[src/rtl/ring_fill_pkg.sv]
package ring_fill_pkg;

  typedef enum logic [1:0] {
    MODE_HALT  = 2'b00,
    MODE_DRAIN = 2'b01,
    MODE_RUN   = 2'b10,
    MODE_RSVD  = 2'b11
  } fill_mode_e;

  typedef enum logic [1:0] {
    DEST_NONE = 2'b00,
    DEST_HOST = 2'b01,
    DEST_RSV2 = 2'b10,
    DEST_RSV3 = 2'b11
  } irq_dest_e;

  // Field widths follow the configuration word layout.
  localparam int unsigned TMO_W = 8;

  typedef struct packed {
    fill_mode_e       mode;
    logic [3:0]       ring_log2;
    logic [1:0]       buf_sel;
    irq_dest_e        dest;
    logic [TMO_W-1:0] tmo;
  } fill_cfg_t;

endpackage

[src/rtl/ring_fill_cfg.sv]
module ring_fill_cfg
  import ring_fill_pkg::*;
#(
  parameter int unsigned IDX_W    = 12,
  parameter int unsigned LOG2_W   = 4,
  parameter int unsigned LOG2_MIN = 5,
  parameter int unsigned LOG2_MAX = 12
) (
  input  logic              clk,
  input  logic              rst_n,
  input  logic              cfg_we,
  input  logic [31:0]       cfg_wdata,
  input  logic              widx_we,
  input  logic [IDX_W-1:0]  widx_wdata,
  output fill_cfg_t         cfg,
  output logic [LOG2_W-1:0] ring_log2,
  output logic [IDX_W-1:0]  widx,
  output logic [2:0]        buf_len_4k
);

  localparam logic [LOG2_W-1:0] L2_LO = LOG2_W'(LOG2_MIN);
  localparam logic [LOG2_W-1:0] L2_HI = LOG2_W'(LOG2_MAX);

  fill_cfg_t          cfg_q;
  logic [IDX_W-1:0]   widx_q;
  logic [LOG2_W-1:0]  l2_raw;

  always_ff @(posedge clk or negedge rst_n) begin
    if (!rst_n) begin
      cfg_q  <= '{mode: MODE_HALT, ring_log2: '0, buf_sel: '0,
                  dest: DEST_NONE, tmo: '0};
      widx_q <= '0;
    end else begin
      if (cfg_we) begin
        cfg_q <= '{mode:      fill_mode_e'(cfg_wdata[31:30]),
                   ring_log2: cfg_wdata[23:20],
                   buf_sel:   cfg_wdata[17:16],
                   dest:      irq_dest_e'(cfg_wdata[13:12]),
                   tmo:       cfg_wdata[11:4]};
      end
      if (widx_we) widx_q <= widx_wdata;
    end
  end

  assign l2_raw = LOG2_W'(cfg_q.ring_log2);

  always_comb begin
    if (l2_raw < L2_LO)      ring_log2 = L2_LO;
    else if (l2_raw > L2_HI) ring_log2 = L2_HI;
    else                     ring_log2 = l2_raw;
  end

  assign cfg        = cfg_q;
  assign widx       = widx_q;
  assign buf_len_4k = {1'b0, cfg_q.buf_sel} + 3'd1;

endmodule

[src/rtl/ring_fill_ptr.sv]
module ring_fill_ptr #(
  parameter int unsigned IDX_W      = 12,
  parameter int unsigned LOG2_W     = 4,
  parameter int unsigned ALIGN_LOG2 = 3
) (
  input  logic              clk,
  input  logic              rst_n,
  input  logic              take,
  input  logic [IDX_W-1:0]  widx,
  input  logic [LOG2_W-1:0] ring_log2,
  output logic [IDX_W-1:0]  rd_idx,
  output logic              has_free
);

  localparam logic [IDX_W-1:0] ALIGN_MASK =
    ~((IDX_W'(1) << ALIGN_LOG2) - IDX_W'(1));

  logic [IDX_W-1:0] mask;
  logic [IDX_W-1:0] wr_al;
  logic [IDX_W-1:0] gap;
  logic [IDX_W-1:0] rd_q;

  for (genvar i = 0; i < IDX_W; i++) begin : g_mask
    assign mask[i] = (LOG2_W'(i) < ring_log2);
  end

  assign wr_al    = widx & ALIGN_MASK;
  assign gap      = (wr_al - rd_q) & mask;
  assign has_free = |gap;
  assign rd_idx   = rd_q;

  always_ff @(posedge clk or negedge rst_n) begin
    if (!rst_n)    rd_q <= '0;
    else if (take) rd_q <= (rd_q + IDX_W'(1)) & mask;
  end

  // a descriptor is only taken when the ring has a free one.
  p_take_needs_free_r5: assert property (@(posedge clk) disable iff (!rst_n)
    take |-> has_free);

endmodule

[src/rtl/ring_fill_timer.sv]
module ring_fill_timer #(
  parameter int unsigned TMO_W = 8
) (
  input  logic             clk,
  input  logic             rst_n,
  input  logic             start,
  input  logic             active,
  input  logic             tick,
  input  logic [TMO_W-1:0] limit,
  output logic             hit
);

  logic [TMO_W-1:0] cnt_q;
  logic [TMO_W-1:0] cnt_nx;

  assign cnt_nx = cnt_q + TMO_W'(1);
  assign hit    = active && tick && (limit != '0) && (cnt_nx == limit);

  always_ff @(posedge clk or negedge rst_n) begin
    if (!rst_n)                cnt_q <= '0;
    else if (start)            cnt_q <= '0;
    else if (active && tick)   cnt_q <= cnt_nx;
  end

  // with a zero limit the timer never closes a buffer.
  p_zero_limit_silent_r8: assert property (@(posedge clk) disable iff (!rst_n)
    (limit == '0) |-> !hit);

endmodule

[src/rtl/ring_fill_ctrl.sv]
module ring_fill_ctrl
  import ring_fill_pkg::*;
#(
  parameter int unsigned IDX_W      = 12,
  parameter int unsigned LOG2_MIN   = 5,
  parameter int unsigned LOG2_MAX   = 12,
  parameter int unsigned ALIGN_LOG2 = 3
) (
  input  logic             clk,
  input  logic             rst_n,
  input  logic             cfg_we,
  input  logic [31:0]      cfg_wdata,
  input  logic             widx_we,
  input  logic [IDX_W-1:0] widx_wdata,
  input  logic             tick,
  input  logic             frm_valid,
  output logic             frm_ready,
  input  logic             frm_end,
  output logic [IDX_W-1:0] stat_idx,
  output logic             stat_upd,
  output logic             irq,
  output logic             ch_idle,
  output logic [2:0]       buf_len_4k
);

  localparam int unsigned LOG2_W = $clog2(LOG2_MAX + 1);

  fill_cfg_t         cfg;
  logic [LOG2_W-1:0] ring_log2;
  logic [IDX_W-1:0]  widx;
  logic [IDX_W-1:0]  rd_idx;
  logic              has_free;
  logic              tmo_hit;

  logic              open_q;
  logic [IDX_W-1:0]  open_idx_q;
  logic [IDX_W-1:0]  stat_idx_q;
  logic              stat_upd_q;
  logic              irq_q;

  logic              run_mode;
  logic              halt_mode;
  logic              take;
  logic              close;

  ring_fill_cfg #(
    .IDX_W(IDX_W), .LOG2_W(LOG2_W), .LOG2_MIN(LOG2_MIN), .LOG2_MAX(LOG2_MAX)
  ) u_cfg (
    .clk(clk), .rst_n(rst_n),
    .cfg_we(cfg_we), .cfg_wdata(cfg_wdata),
    .widx_we(widx_we), .widx_wdata(widx_wdata),
    .cfg(cfg), .ring_log2(ring_log2), .widx(widx), .buf_len_4k(buf_len_4k)
  );

  ring_fill_ptr #(
    .IDX_W(IDX_W), .LOG2_W(LOG2_W), .ALIGN_LOG2(ALIGN_LOG2)
  ) u_ptr (
    .clk(clk), .rst_n(rst_n), .take(take), .widx(widx),
    .ring_log2(ring_log2), .rd_idx(rd_idx), .has_free(has_free)
  );

  ring_fill_timer #(.TMO_W(TMO_W)) u_tmr (
    .clk(clk), .rst_n(rst_n), .start(take), .active(open_q),
    .tick(tick), .limit(cfg.tmo), .hit(tmo_hit)
  );

  assign run_mode  = (cfg.mode == MODE_RUN);
  assign halt_mode = (cfg.mode == MODE_HALT) || (cfg.mode == MODE_RSVD);
  assign frm_ready = run_mode && !open_q && has_free;
  assign take      = frm_valid && frm_ready;
  assign close     = open_q && !halt_mode && (frm_end || tmo_hit);

  always_ff @(posedge clk or negedge rst_n) begin
    if (!rst_n) begin
      open_q     <= 1'b0;
      open_idx_q <= '0;
      stat_idx_q <= '0;
      stat_upd_q <= 1'b0;
      irq_q      <= 1'b0;
    end else begin
      if (take) begin
        open_q     <= 1'b1;
        open_idx_q <= rd_idx;
      end else if (close || (open_q && halt_mode)) begin
        open_q     <= 1'b0;
      end
      stat_upd_q <= close;
      irq_q      <= close && (cfg.dest == DEST_HOST);
      if (close) stat_idx_q <= open_idx_q;
    end
  end

  assign stat_idx = stat_idx_q;
  assign stat_upd = stat_upd_q;
  assign irq      = irq_q;
  assign ch_idle  = !run_mode && !open_q;

  p_single_accept_r2: assert property (@(posedge clk) disable iff (!rst_n)
    (frm_valid && frm_ready) |=> !frm_ready);

  p_stat_hold_r6: assert property (@(posedge clk) disable iff (!rst_n)
    !stat_upd |-> $stable(stat_idx));

  p_upd_spaced_r6: assert property (@(posedge clk) disable iff (!rst_n)
    stat_upd |=> !stat_upd);

  p_irq_needs_upd_r7: assert property (@(posedge clk) disable iff (!rst_n)
    irq |-> stat_upd);

  p_idle_quiet_r10: assert property (@(posedge clk) disable iff (!rst_n)
    (ch_idle && $past(ch_idle)) |-> !stat_upd);

  p_idle_blocks_r11: assert property (@(posedge clk) disable iff (!rst_n)
    ch_idle |-> !frm_ready);

endmodule

[config.mk]
export PLATFORM = sky130hd
export DESIGN_NAME = ring_fill_ctrl
export DESIGN_NICKNAME = d
export VERILOG_FILES = /design/src/rtl/ring_fill_pkg.sv /design/src/rtl/ring_fill_cfg.sv /design/src/rtl/ring_fill_ptr.sv /design/src/rtl/ring_fill_timer.sv /design/src/rtl/ring_fill_ctrl.sv
export SDC_FILE = /design/constraint.sdc
export NUM_CORES = 1
export LEC_CHECK = 0
export ABC_AREA = 0
export BUFFER_PORTS_ARGS = -buffer_cell sky130_fd_sc_hd__buf_2
export CAP_MARGIN = 20
export CELL_PAD_IN_SITES_DETAIL_PLACEMENT = 0
export CELL_PAD_IN_SITES_GLOBAL_PLACEMENT = 1
export CORE_MARGIN = 1.5
export CORE_UTILIZATION = 40
export DETAILED_ROUTE_END_ITERATION = 6
export HOLD_SLACK_MARGIN = 0.12
export PLACE_DENSITY_LB_ADDON = 0.1
export SETUP_SLACK_MARGIN = 0.4
export SYNTH_ARGS = -nofsm -noshare
export SYNTH_HDL_FRONTEND = slang
export SYNTH_SLANG_ARGS = --single-unit
[constraint.sdc]
create_clock -name clk -period 6.3 [get_ports clk]
set_input_delay 0.63 -clock clk [delete_from_list [all_inputs] [get_ports clk]]
set_output_delay 0.63 -clock clk [all_outputs]
set_load 0.02 [all_outputs]
==> results.json, run 1 <==
{
  "drv_slew": 0,
  "criticalPathCategory": "reg2out",
  "grt_pass1_wl_mm": 13.1,
  "final_util_pct": 46.9,
  "cp_cell_sequence": "inv_1, ha_1, or3b_1, o211a_1, nor2_2, and3b_1, or4_4, a21oi_1, buf_2",
  "rsz0062_at_grt": "no",
  "cpPeakStageDelay_ps": 580,
  "ys_types": 60,
  "grt_usage_pct": 16.5,
  "seqPwrFrac_pct": 43.1,
  "ant_nets": 0,
  "muxShareOfSynthArea_pct": 15.6,
  "multiInputGateArea_sq_um": 1950,
  "worstPathArrival_ps": 3190,
  "ff2ff_setup_slack_ps": 2530,
  "ir_drop_mv": 0.109,
  "antenna_found_initial": 0,
  "rr_worst_depth": 9,
  "h-tree-depth": 3,
  "finClkSkew_ps": 10.2,
  "synth_nets": 419,
  "hold_viol": 0,
  "wire_per_inst_microns": 14.6,
  "cts_root_buf": "clkbuf_8",
  "cts_buffers": 9,
  "cts_tree": "built",
  "antenna_cells": 0,
  "dr.pass1.iters": 4,
  "fmaxAchievable_ghz": 0.261,
  "crit_family": "simple AND/OR/NAND/NOR gates",
  "maxCapViolCount": 0,
  "synthArstFlopShare_pct": 100,
  "ctsHoldBuffers": 0,
  "post_synth_and_or_nand_nor_area_fraction_pct": 13.8,
  "crit_fanout": 5,
  "p_switching_w": 0.000501,
  "worstReg2RegStart": "u_ptr.rd_idx[3]$_DFFE_PN0P_",
  "post_cts_resized": 0,
  "path_depth": 9,
  "dp_slack_ps": 2530,
  "ioPinCount": 70,
  "synth_adder_area_share_pct": 4.12,
  "p_int_w": 0.00104,
  "synth_top_family_by_area": "multiplexers",
  "critical_path_required_ps": 5670,
  "cts.sinks": 74,
  "post_cts_buffers": 0,
  "n_fill_cell": 940,
  "die_h_microns": 102,
  "grt_max_degree": 75,
  "clkPwrFrac_pct": 27.5,
  "end_kind": "primary output",
  "yosysWarnings": 0,
  "cts.path.max_buffers": 2,
  "die_width_microns": 102,
  "critPathBufInv": 2,
  "core_sq_um": 9680,
  "initial_utilization_pct": 40.8,
  "pwr-share-comb_pct": 29.3,
  "final.min_clock_period_ps": 3820,
  "relSlewSlack_pct": 29.6,
  "syn_inst": 355,
  "worst_slack_ps": 2480,
  "synthToLayoutAreaGrowth_pct": 14.8,
  "port-buffer-count": 52,
  "rr_endpoint": "open_idx_q[6]$_DFFE_PN0P_",
  "clock_latency_ps": 350,
  "finalNetCount": 472,
  "synthesis.area_sq_um": 3950,
  "ys_dominant_reg_cell": "dfrtp_1",
  "avgSynthCellArea_sq_um": 11.1,
  "rows": 36,
  "setup_tns_ps": 0,
  "status": "completed",
  "synth_seq_cells": 74,
  "vias": 2828,
  "grt-ovfl-total": 0,
  "ff_latch_area_sq_um": 1850,
  "dp_hpwl_mm": 5.72,
  "power_switching_share_pct": 32.5,
  "vias_per_cell": 5.18,
  "hold_path.class": "in2async",
  "synth_edf_count": 0,
  "drive_gt1_share_pct": 31.7,
  "grt_pass1_vias": 2525,
  "crit_slowest_cell": "or4_4",
  "gp_congestion": 0.768,
  "synth-compound-area-share_pct": 10.9,
  "drt_iter0_drc": 121,
  "place_area_sq_um": 4310,
  "fin_area_sq_um": 4540,
  "p_leak_nw": 2.07,
  "drt_wl_total_mm": 7.97,
  "drc": 0,
  "ys_seq_area_share_pct": 46.9,
  "p_per_area_nw_per_um2": 340,
  "die_area_sq_um": 10500,
  "synth-xor-area-share_pct": 5.10,
  "finalSetupViolCount": 0,
  "path_clk_slew_ps": 80,
  "worst_pin_slew_ps": 1050,
  "startpoint_type": "register",
  "min_period_over_period_pct": 60.7
}
-- cell type report --
class	instances	area share, %
clock buffer	12	3.42
clock inverter	4	1.63
inverter	20	1.65
multi-input combinational	251	43.0
sequential	74	40.8
tap	133	3.67
timing repair buffer	52	5.79
-- worst register-to-register path: cells and delay by family, from the launching register on --
kind,cells,cell delay (ps)
multiplexers,1,360
flip-flops,1,450
adder cells (fa/ha/maj),1,340
buffers and inverters,1,80
AO/OA/AOI/OAI,2,1100
AND/OR/NAND/NOR,4,1340
-- cells by family after synthesis --
group | after synthesis
flip-flops | 74
adder cells (fa/ha/maj) | 13
AND/OR/NAND/NOR | 100
buffers and inverters | 30
AO/OA/AOI/OAI | 64
XOR/XNOR | 23
multiplexers | 51
-- layout by cell type (no fill, tap or decap), types with 3 or more instances in the layout --
cell type  instances
nand2b_1           3
o31ai_1            3
mux2_2            36
inv_1             20
a21oi_1           15
nor3_1             8
clkbuf_8          11
nand4_1            3
mux2i_1            3
nor4_1             3
o21ai_0           17
xor2_1             6
dfrtp_1           74
ha_1              13
xnor2_1           17
a31o_2             3
nand2_1           19
nand3_1            6
nor2b_1            3
buf_2             51
mux2_4            12
a31oi_1            4
and2_1             3
nor2_1            28
-- state kept, by name, indices dropped and copies added (netlist names) --
name	cells
u_tmr.cnt_q	8
irq	1
open_idx_q	12
stat_upd	1
open_q	1
u_cfg.widx	9
stat_idx	12
u_cfg.cfg	14
u_ptr.rd_idx	12
u_cfg.l2_raw	4
-- power by group through the flow --
stage	clock network, W	logic (W)	registers, W
after global placement	0	0.000449	0.000672
after global routing	0.000460	0.000506	0.000683
final	0.000425	0.000453	0.000665
after floorplan	0	0.000321	0.000679
after CTS	0.000437	0.000456	0.000666
after detailed placement	0	0.000454	0.000675
-- metrics by stage --
| step | instances | hold WS (ps) | total power [W] |
|---|---|---|---|
| floorplan | 355 | 334 | 0.00100 |
| global placement | 530 | 411 | 0.00112 |
| detailed placement | 530 | 426 | 0.00113 |
| CTS | 546 | 430 | 0.00156 |
| global route | 546 | 444 | 0.00165 |
| finish | 546 | 398 | 0.00154 |
-- worst max path at each step --
stage	slack [ps]	end	from
floorplan	3110	frm_ready	u_ptr.rd_idx[3]$_DFFE_PN0P_
global placement	2560	open_idx_q[1]$_DFFE_PN0P_	u_ptr.rd_idx[3]$_DFFE_PN0P_
detailed placement	2530	open_idx_q[2]$_DFFE_PN0P_	u_ptr.rd_idx[3]$_DFFE_PN0P_
finish	2480	frm_ready	u_ptr.rd_idx[3]$_DFFE_PN0P_
CTS	2470	frm_ready	u_ptr.rd_idx[3]$_DFFE_PN0P_
global route	2290	frm_ready	u_ptr.rd_idx[3]$_DFFE_PN0P_
-- per-layer routing --
metal / part of all wire (%) / up-vias / wire, microns / global-route usage, %
met1: 53 / 1348 / 4220 / 25.5
met5: 0 / - / 0 / 0
met3: 5.4 / 9 / 430 / 4.45
met4: 1.2 / 0 / 99 / 5.48
met2: 40 / 80 / 3220 / 21.9
li1: - / 1391 / - / -
-- synthesized netlist by cell type (2+ instances only) --
master / instances / share of area (%)
and3_1: 2 / 0.32
and2_1: 3 / 0.47
nor2_1: 28 / 2.7
a21oi_1: 15 / 1.9
mux2i_1: 3 / 0.76
and4bb_2: 2 / 0.63
nor4_1: 3 / 0.47
nor4b_1: 2 / 0.44
nand2b_1: 3 / 0.47
mux2_2: 36 / 10
dfrtp_1: 74 / 47
nand3_1: 6 / 0.76
o221a_2: 2 / 0.57
or2_2: 2 / 0.32
nand2_1: 19 / 1.8
o21ai_0: 17 / 2.2
xnor2_1: 17 / 3.8
nand4_1: 3 / 0.47
xor2_1: 6 / 1.3
nor3b_1: 2 / 0.38
mux2_4: 12 / 4.6
or3_1: 2 / 0.32
o221ai_1: 2 / 0.44
a21o_1: 2 / 0.38
inv_1: 20 / 1.9
a311oi_1: 2 / 0.44
ha_1: 13 / 4.1
a31oi_1: 4 / 0.63
and3_2: 2 / 0.38
a31o_2: 3 / 0.66
o31ai_1: 3 / 0.57
clkbuf_1: 6 / 0.57
o211ai_1: 2 / 0.38
o22ai_1: 2 / 0.32
nor3_1: 8 / 1.0
nor2b_1: 3 / 0.47
Note: power is estimated with default switching activity, not from simulation.
==> run 2: changes to the inputs <==
clock period = 3.8 ns   (was 6.3 ns; I/O delays follow)
==> run 2 against run 1 <==
Combinational power rose by 77%. Sequential power up 65%. Final area up 1.5%. Routed wire length increased by 1.1%. Core utilization rose by 0.72 points. First-iteration DRC count decreased by 23%. Global-route usage increased by 0.20 points. Critical path depth unchanged. Die area stayed put. Sequential share of layout area shrank 0.59 points. Final cell count grew 0.73%.
==> results.json, run 2 (same netlist as run 1, synthesis figures left out) <==
{
  "status": "completed",
  "clock_latency_ps": 340,
  "vias": 2793,
  "crit_fanout": 6,
  "final_cells": 550,
  "cts_tree": "built",
  "grt_usage_pct": 16.7,
  "p_per_area_nw_per_um2": 559,
  "fmaxAchievable_ghz": 0.309,
  "die_area_sq_um": 10500,
  "rows": 36,
  "setup_tns_ps": 0,
  "path_clk_slew_ps": 80,
  "min_period_over_period_pct": 85.1,
  "ff2ff_setup_slack_ps": 670,
  "h-tree-depth": 3,
  "cts_root_buf": "clkbuf_8",
  "relSlewSlack_pct": 36.8,
  "synthToLayoutAreaGrowth_pct": 16.6,
  "dp_hpwl_mm": 5.85,
  "startpoint_type": "register",
  "grt_pass1_vias": 2637,
  "critPathBufInv": 2,
  "pwr-share-comb_pct": 31.0,
  "grt-ovfl-total": 0,
  "fin_area_sq_um": 4610,
  "ctsHoldBuffers": 0,
  "placed_cells": 533,
  "wire_per_inst_microns": 14.7,
  "worst_pin_slew_ps": 947,
  "rsz0062_at_grt": "no",
  "rr_endpoint": "open_idx_q[5]$_DFFE_PN0P_",
  "drv_slew": 0,
  "ir_drop_mv": 0.220,
  "end_kind": "primary output",
  "initial_utilization_pct": 40.8,
  "largest_reg_flops": 14,
  "hold_viol": 0,
  "drive_gt1_share_pct": 33.8,
  "port-buffer-count": 52,
  "critical_path_required_ps": 3420,
  "p_leak_nw": 2.08,
  "cts.sinks": 74,
  "cts_buffers": 9,
  "worstPathArrival_ps": 2850,
  "antenna_found_initial": 0,
  "finalNetCount": 476,
  "rr_worst_depth": 10,
  "cts.path.max_buffers": 2,
  "grt_max_degree": 75,
  "worstReg2RegStart": "u_ptr.rd_idx[3]$_DFFE_PN0P_",
  "final.min_clock_period_ps": 3230,
  "ioPinCount": 70,
  "p_int_w": 0.00174,
  "power_switching_share_pct": 32.6,
  "clkPwrFrac_pct": 26.1,
  "dr.max_layer_used": "met4",
  "grt_pass1_wl_mm": 13.4,
  "dp_slack_ps": 473,
  "die_h_microns": 102,
  "n_fill_cell": 941,
  "antenna_cells": 0,
  "finalSetupViolCount": 0,
  "hold_path.class": "in2async",
  "core_sq_um": 9680,
  "drt_iter0_drc": 93,
  "finClkSkew_ps": 11.9,
  "final_common_cell": "dfrtp_1",
  "crit_slowest_cell": "dfrtp_1",
  "cp_cell_sequence": "inv_1, ha_1, and3b_2, or3_1, a2111oi_2, o221a_2, and4_4, a21oi_4, buf_4",
  "met2WireLength_mm": 3.36,
  "drt_wl_total_mm": 8.06,
  "ant_nets": 0,
  "worst_slack_ps": 565,
  "crit_family": "simple AND/OR/NAND/NOR gates",
  "gp_congestion": 0.802,
  "criticalPathCategory": "reg2out",
  "seqPwrFrac_pct": 42.9,
  "wl_met1_mm": 4.31,
  "die_width_microns": 102,
  "place_area_sq_um": 4330,
  "dr.pass1.iters": 4,
  "final_cell_mix": "dfrtp_1, buf_2, mux2_2",
  "maxCapViolCount": 0,
  "p_switching_w": 0.000839,
  "wl_met3_microns": 308,
  "vias_per_cell": 5.08,
  "drc": 0,
  "cpPeakStageDelay_ps": 460
}
## run 2: final cells by class
type                    count  area [sq um]  area share (%)
multi-input cells         251          2000            43.4
inverters                  20          75.1            1.63
flip-flops and latches     74          1850            40.2
repair buffers             56           295            6.41
well taps                 133           166            3.61
clock inverters             4          75.1            1.63
clock buffers              12           145            3.15
## run 2: metrics by stage
step | power (W) | utilization, % | hold WS [ps]
after floorplan | 0.00166 | - | 84.4
after CTS | 0.00258 | 47.2 | 210
after detailed placement | 0.00188 | 44.7 | 416
final | 0.00258 | 47.6 | 184
after global routing | 0.00276 | 47.6 | 228
after global placement | 0.00186 | 44.7 | 410
## run 2: metal layers
layer / vias up / global-route usage, %
li1: 1393 / -
met1: 1338 / 25.3
met2: 55 / 23.4
met3: 7 / 4.31
met4: 0 / 4.32
met5: - / 0
## run 2: power groups by stage
stage | logic, W | registers (W) | clock network, W
global route | 0.000888 | 0.00113 | 0.000744
floorplan | 0.000532 | 0.00113 | 0
detailed placement | 0.000756 | 0.00112 | 0
global placement | 0.000747 | 0.00111 | 0
finish | 0.000800 | 0.00110 | 0.000672
CTS | 0.000776 | 0.00110 | 0.000700
## run 2: worst max path at each step
stage | slack (ps) | end | cells past startpoint | startpoint
floorplan | 860 | frm_ready | 8 | u_ptr.rd_idx[3]$_DFFE_PN0P_
global placement | 530 | open_idx_q[1]$_DFFE_PN0P_ | 10 | u_ptr.rd_idx[3]$_DFFE_PN0P_
detailed placement | 470 | open_idx_q[5]$_DFFE_PN0P_ | 10 | u_ptr.rd_idx[3]$_DFFE_PN0P_
CTS | 400 | frm_ready | 9 | u_ptr.rd_idx[3]$_DFFE_PN0P_
global route | 420 | frm_ready | 9 | u_ptr.rd_idx[5]$_DFFE_PN0P_
finish | 570 | frm_ready | 9 | u_ptr.rd_idx[0]$_DFFE_PN0P_
## run 2: what timing repair did
item,CTS,global route
buffers inserted,1,0
hold endpoints to repair,0,0
pin swaps,0,1
gates resized for setup,3,7
setup endpoints to repair,1,13
cloned,0,0
## run 2: worst register-to-register path, cell delays in order, from the launching register on
cell,delay [ps]
dfrtp_1,390
inv_1,90
ha_4,280
or3b_1,360
o211a_1,240
or4b_1,490
o221a_2,140
and4_4,200
a21oi_4,150
buf_4,330
mux2_4,340
==> run 3: changes to the inputs <==
CTS_BUF_LIST = sky130_fd_sc_hd__clkbuf_8   (was default)
clock period = 3.6 ns   (was 3.8 ns; I/O delays follow)
==> run 3 against run 2 <==
Clock power rose by 17%. Sequential share of layout area fell by 0.56 points. Largest cell class unchanged. Global-route usage rose by 0.12 points. First-iteration DRC count rose by 15%. Flip-flop and latch count did not move. Routed wire length rose by 0.67%. Die area did not move. Final cell count rose by 0.73%. Worst setup slack got worse by 160 ps. Critical path type unchanged.
==> results.json, run 3 (same netlist as run 1, synthesis figures left out) <==
{
  "p_int_w": 0.00191,
  "hold-worst-slack_ps": 149,
  "die_area_sq_um": 10500,
  "cpPeakStageDelay_ps": 480,
  "dr.pass1.iters": 4,
  "pwr-share-comb_pct": 31.1,
  "final_util_pct": 48.4,
  "rsz0062_at_grt": "yes",
  "status": "completed",
  "critPathBufInv": 2,
  "setup_tns_ps": 0,
  "rows": 36,
  "vias_per_cell": 5.09,
  "core_sq_um": 9680,
  "largest_reg_flops": 14,
  "crit_fanout": 5,
  "initial_utilization_pct": 40.8,
  "wire_per_inst_microns": 14.6,
  "cts.path.max_buffers": 2,
  "crit_family": "simple AND/OR/NAND/NOR gates",
  "ff2ff_setup_slack_ps": 600,
  "final_common_cell": "dfrtp_1",
  "drt_iter0_drc": 107,
  "clock_latency_ps": 350,
  "port-buffer-count": 52,
  "fin_area_sq_um": 4680,
  "min_period_over_period_pct": 88.7,
  "startpoint_type": "register",
  "dp_hpwl_mm": 5.80,
  "p_switching_w": 0.000917,
  "grt_pass1_wl_mm": 13.4,
  "ioPinCount": 70,
  "gp_congestion": 0.775,
  "synthToLayoutAreaGrowth_pct": 18.5,
  "antenna_cells": 0,
  "ir_drop_mv": 0.200,
  "final.min_clock_period_ps": 3190,
  "worst_slack_ps": 408,
  "cp_cell_sequence": "inv_1, ha_4, or3b_4, o211a_1, nor2_2, and3b_1, or4_4, a21oi_4, buf_4",
  "worstReg2RegStart": "u_ptr.rd_idx[3]$_DFFE_PN0P_",
  "final_cell_mix": "dfrtp_1, buf_2, mux2_2",
  "finalSetupViolCount": 0,
  "hold_viol": 0,
  "finalNetCount": 480,
  "cts.sinks": 74,
  "end_kind": "primary output",
  "grt_pass1_vias": 2635,
  "worst_pin_slew_ps": 920,
  "die_h_microns": 102,
  "p_per_area_nw_per_um2": 603,
  "cts_buffers": 9,
  "cts_root_buf": "clkbuf_8",
  "h-tree-depth": 3,
  "finClkSkew_ps": 11.4,
  "place_area_sq_um": 4340,
  "power_switching_share_pct": 32.5,
  "drt_wl_total_mm": 8.11,
  "antenna_found_initial": 0,
  "fmaxAchievable_ghz": 0.313,
  "cts_tree": "built",
  "rr_worst_depth": 10,
  "crit_slowest_cell": "or4_4",
  "critical_path_required_ps": 3240,
  "worstPathArrival_ps": 2830,
  "criticalPathCategory": "reg2out",
  "ctsHoldBuffers": 0,
  "ant_nets": 0,
  "seqPwrFrac_pct": 41.0,
  "rr_endpoint": "open_idx_q[4]$_DFFE_PN0P_",
  "drv_slew": 0,
  "drive_gt1_share_pct": 36.1,
  "drc": 0,
  "p_leak_nw": 2.11,
  "grt_max_degree": 75,
  "vias": 2820,
  "relSlewSlack_pct": 38.7,
  "path_clk_slew_ps": 90,
  "clkPwrFrac_pct": 27.9,
  "die_width_microns": 102,
  "hold_path.class": "in2async",
  "grt-ovfl-total": 0,
  "maxCapViolCount": 0,
  "grt_usage_pct": 16.8,
  "dp_slack_ps": 424
}
run 3: changes by cell type in the layout (fill, tap and decap cells not counted), sizes merged:
cell,previous run,this run
inv,20,22
clkbuf,12,9
bufinv,2,3
buf,56,60
run 3: metal layers:
| metal | vias to the layer above | wire length (microns) | share of wire (%) | GRT usage [%] |
|---|---|---|---|---|
| li1 | 1401 | - | - | - |
| met1 | 1344 | 4300 | 53 | 25.7 |
| met2 | 66 | 3330 | 41 | 23.2 |
| met3 | 9 | 380 | 4.7 | 3.21 |
| met4 | 0 | 104 | 1.3 | 6.11 |
| met5 | - | 0 | 0 | 0 |
run 3: worst max-delay path by stage:
stage	slack (ps)	cells after the start	startpoint	endpoint
6_report	410	9	u_ptr.rd_idx[3]$_DFFE_PN0P_	frm_ready
5_1_grt	290	9	u_ptr.rd_idx[3]$_DFFE_PN0P_	frm_ready
4_1_cts	400	8	u_cfg.widx[3]$_DFFE_PN0P_	frm_ready
3_5_place_dp	420	10	u_ptr.rd_idx[3]$_DFFE_PN0P_	open_idx_q[1]$_DFFE_PN0P_
3_3_place_gp	450	10	u_ptr.rd_idx[3]$_DFFE_PN0P_	open_idx_q[1]$_DFFE_PN0P_
2_1_floorplan	660	10	u_ptr.rd_idx[3]$_DFFE_PN0P_	open_idx_q[6]$_DFFE_PN0P_
run 3: repair_timing:
| item | CTS | global route |
|---|---|---|
| cloned | 0 | 0 |
| setup buffers | 4 | 1 |
| setup endpoints to repair | 1 | 1 |
| pin swaps | 4 | 1 |
| resized for setup | 14 | 2 |
run 3: area by class of cell:
cell class	instances	area [sq um]
clock buffers	9	124
clock inverters	7	118
fillers	910	5000
inverters	20	75.1
multi-input cells	251	2010
flip-flops and latches	74	1860
well taps	133	166
repair buffers	60	338
run 3: metrics by stage:
stage	total power, W	cells
floorplan	0.00175	355
global placement	0.00196	533
detailed placement	0.00199	533
CTS	0.00285	553
global route	0.00302	554
finish	0.00282	554
run 3: power groups by stage:
| stage | clock, W | combinational (W) | sequential, W |
|---|---|---|---|
| 2_1_floorplan | 0 | 0.000562 | 0.00119 |
| 3_3_place_gp | 0 | 0.000789 | 0.00117 |
| 3_5_place_dp | 0 | 0.000803 | 0.00118 |
| 4_1_cts | 0.000814 | 0.000876 | 0.00116 |
| 5_1_grt | 0.000851 | 0.000979 | 0.00119 |
| 6_report | 0.000787 | 0.000878 | 0.00116 |
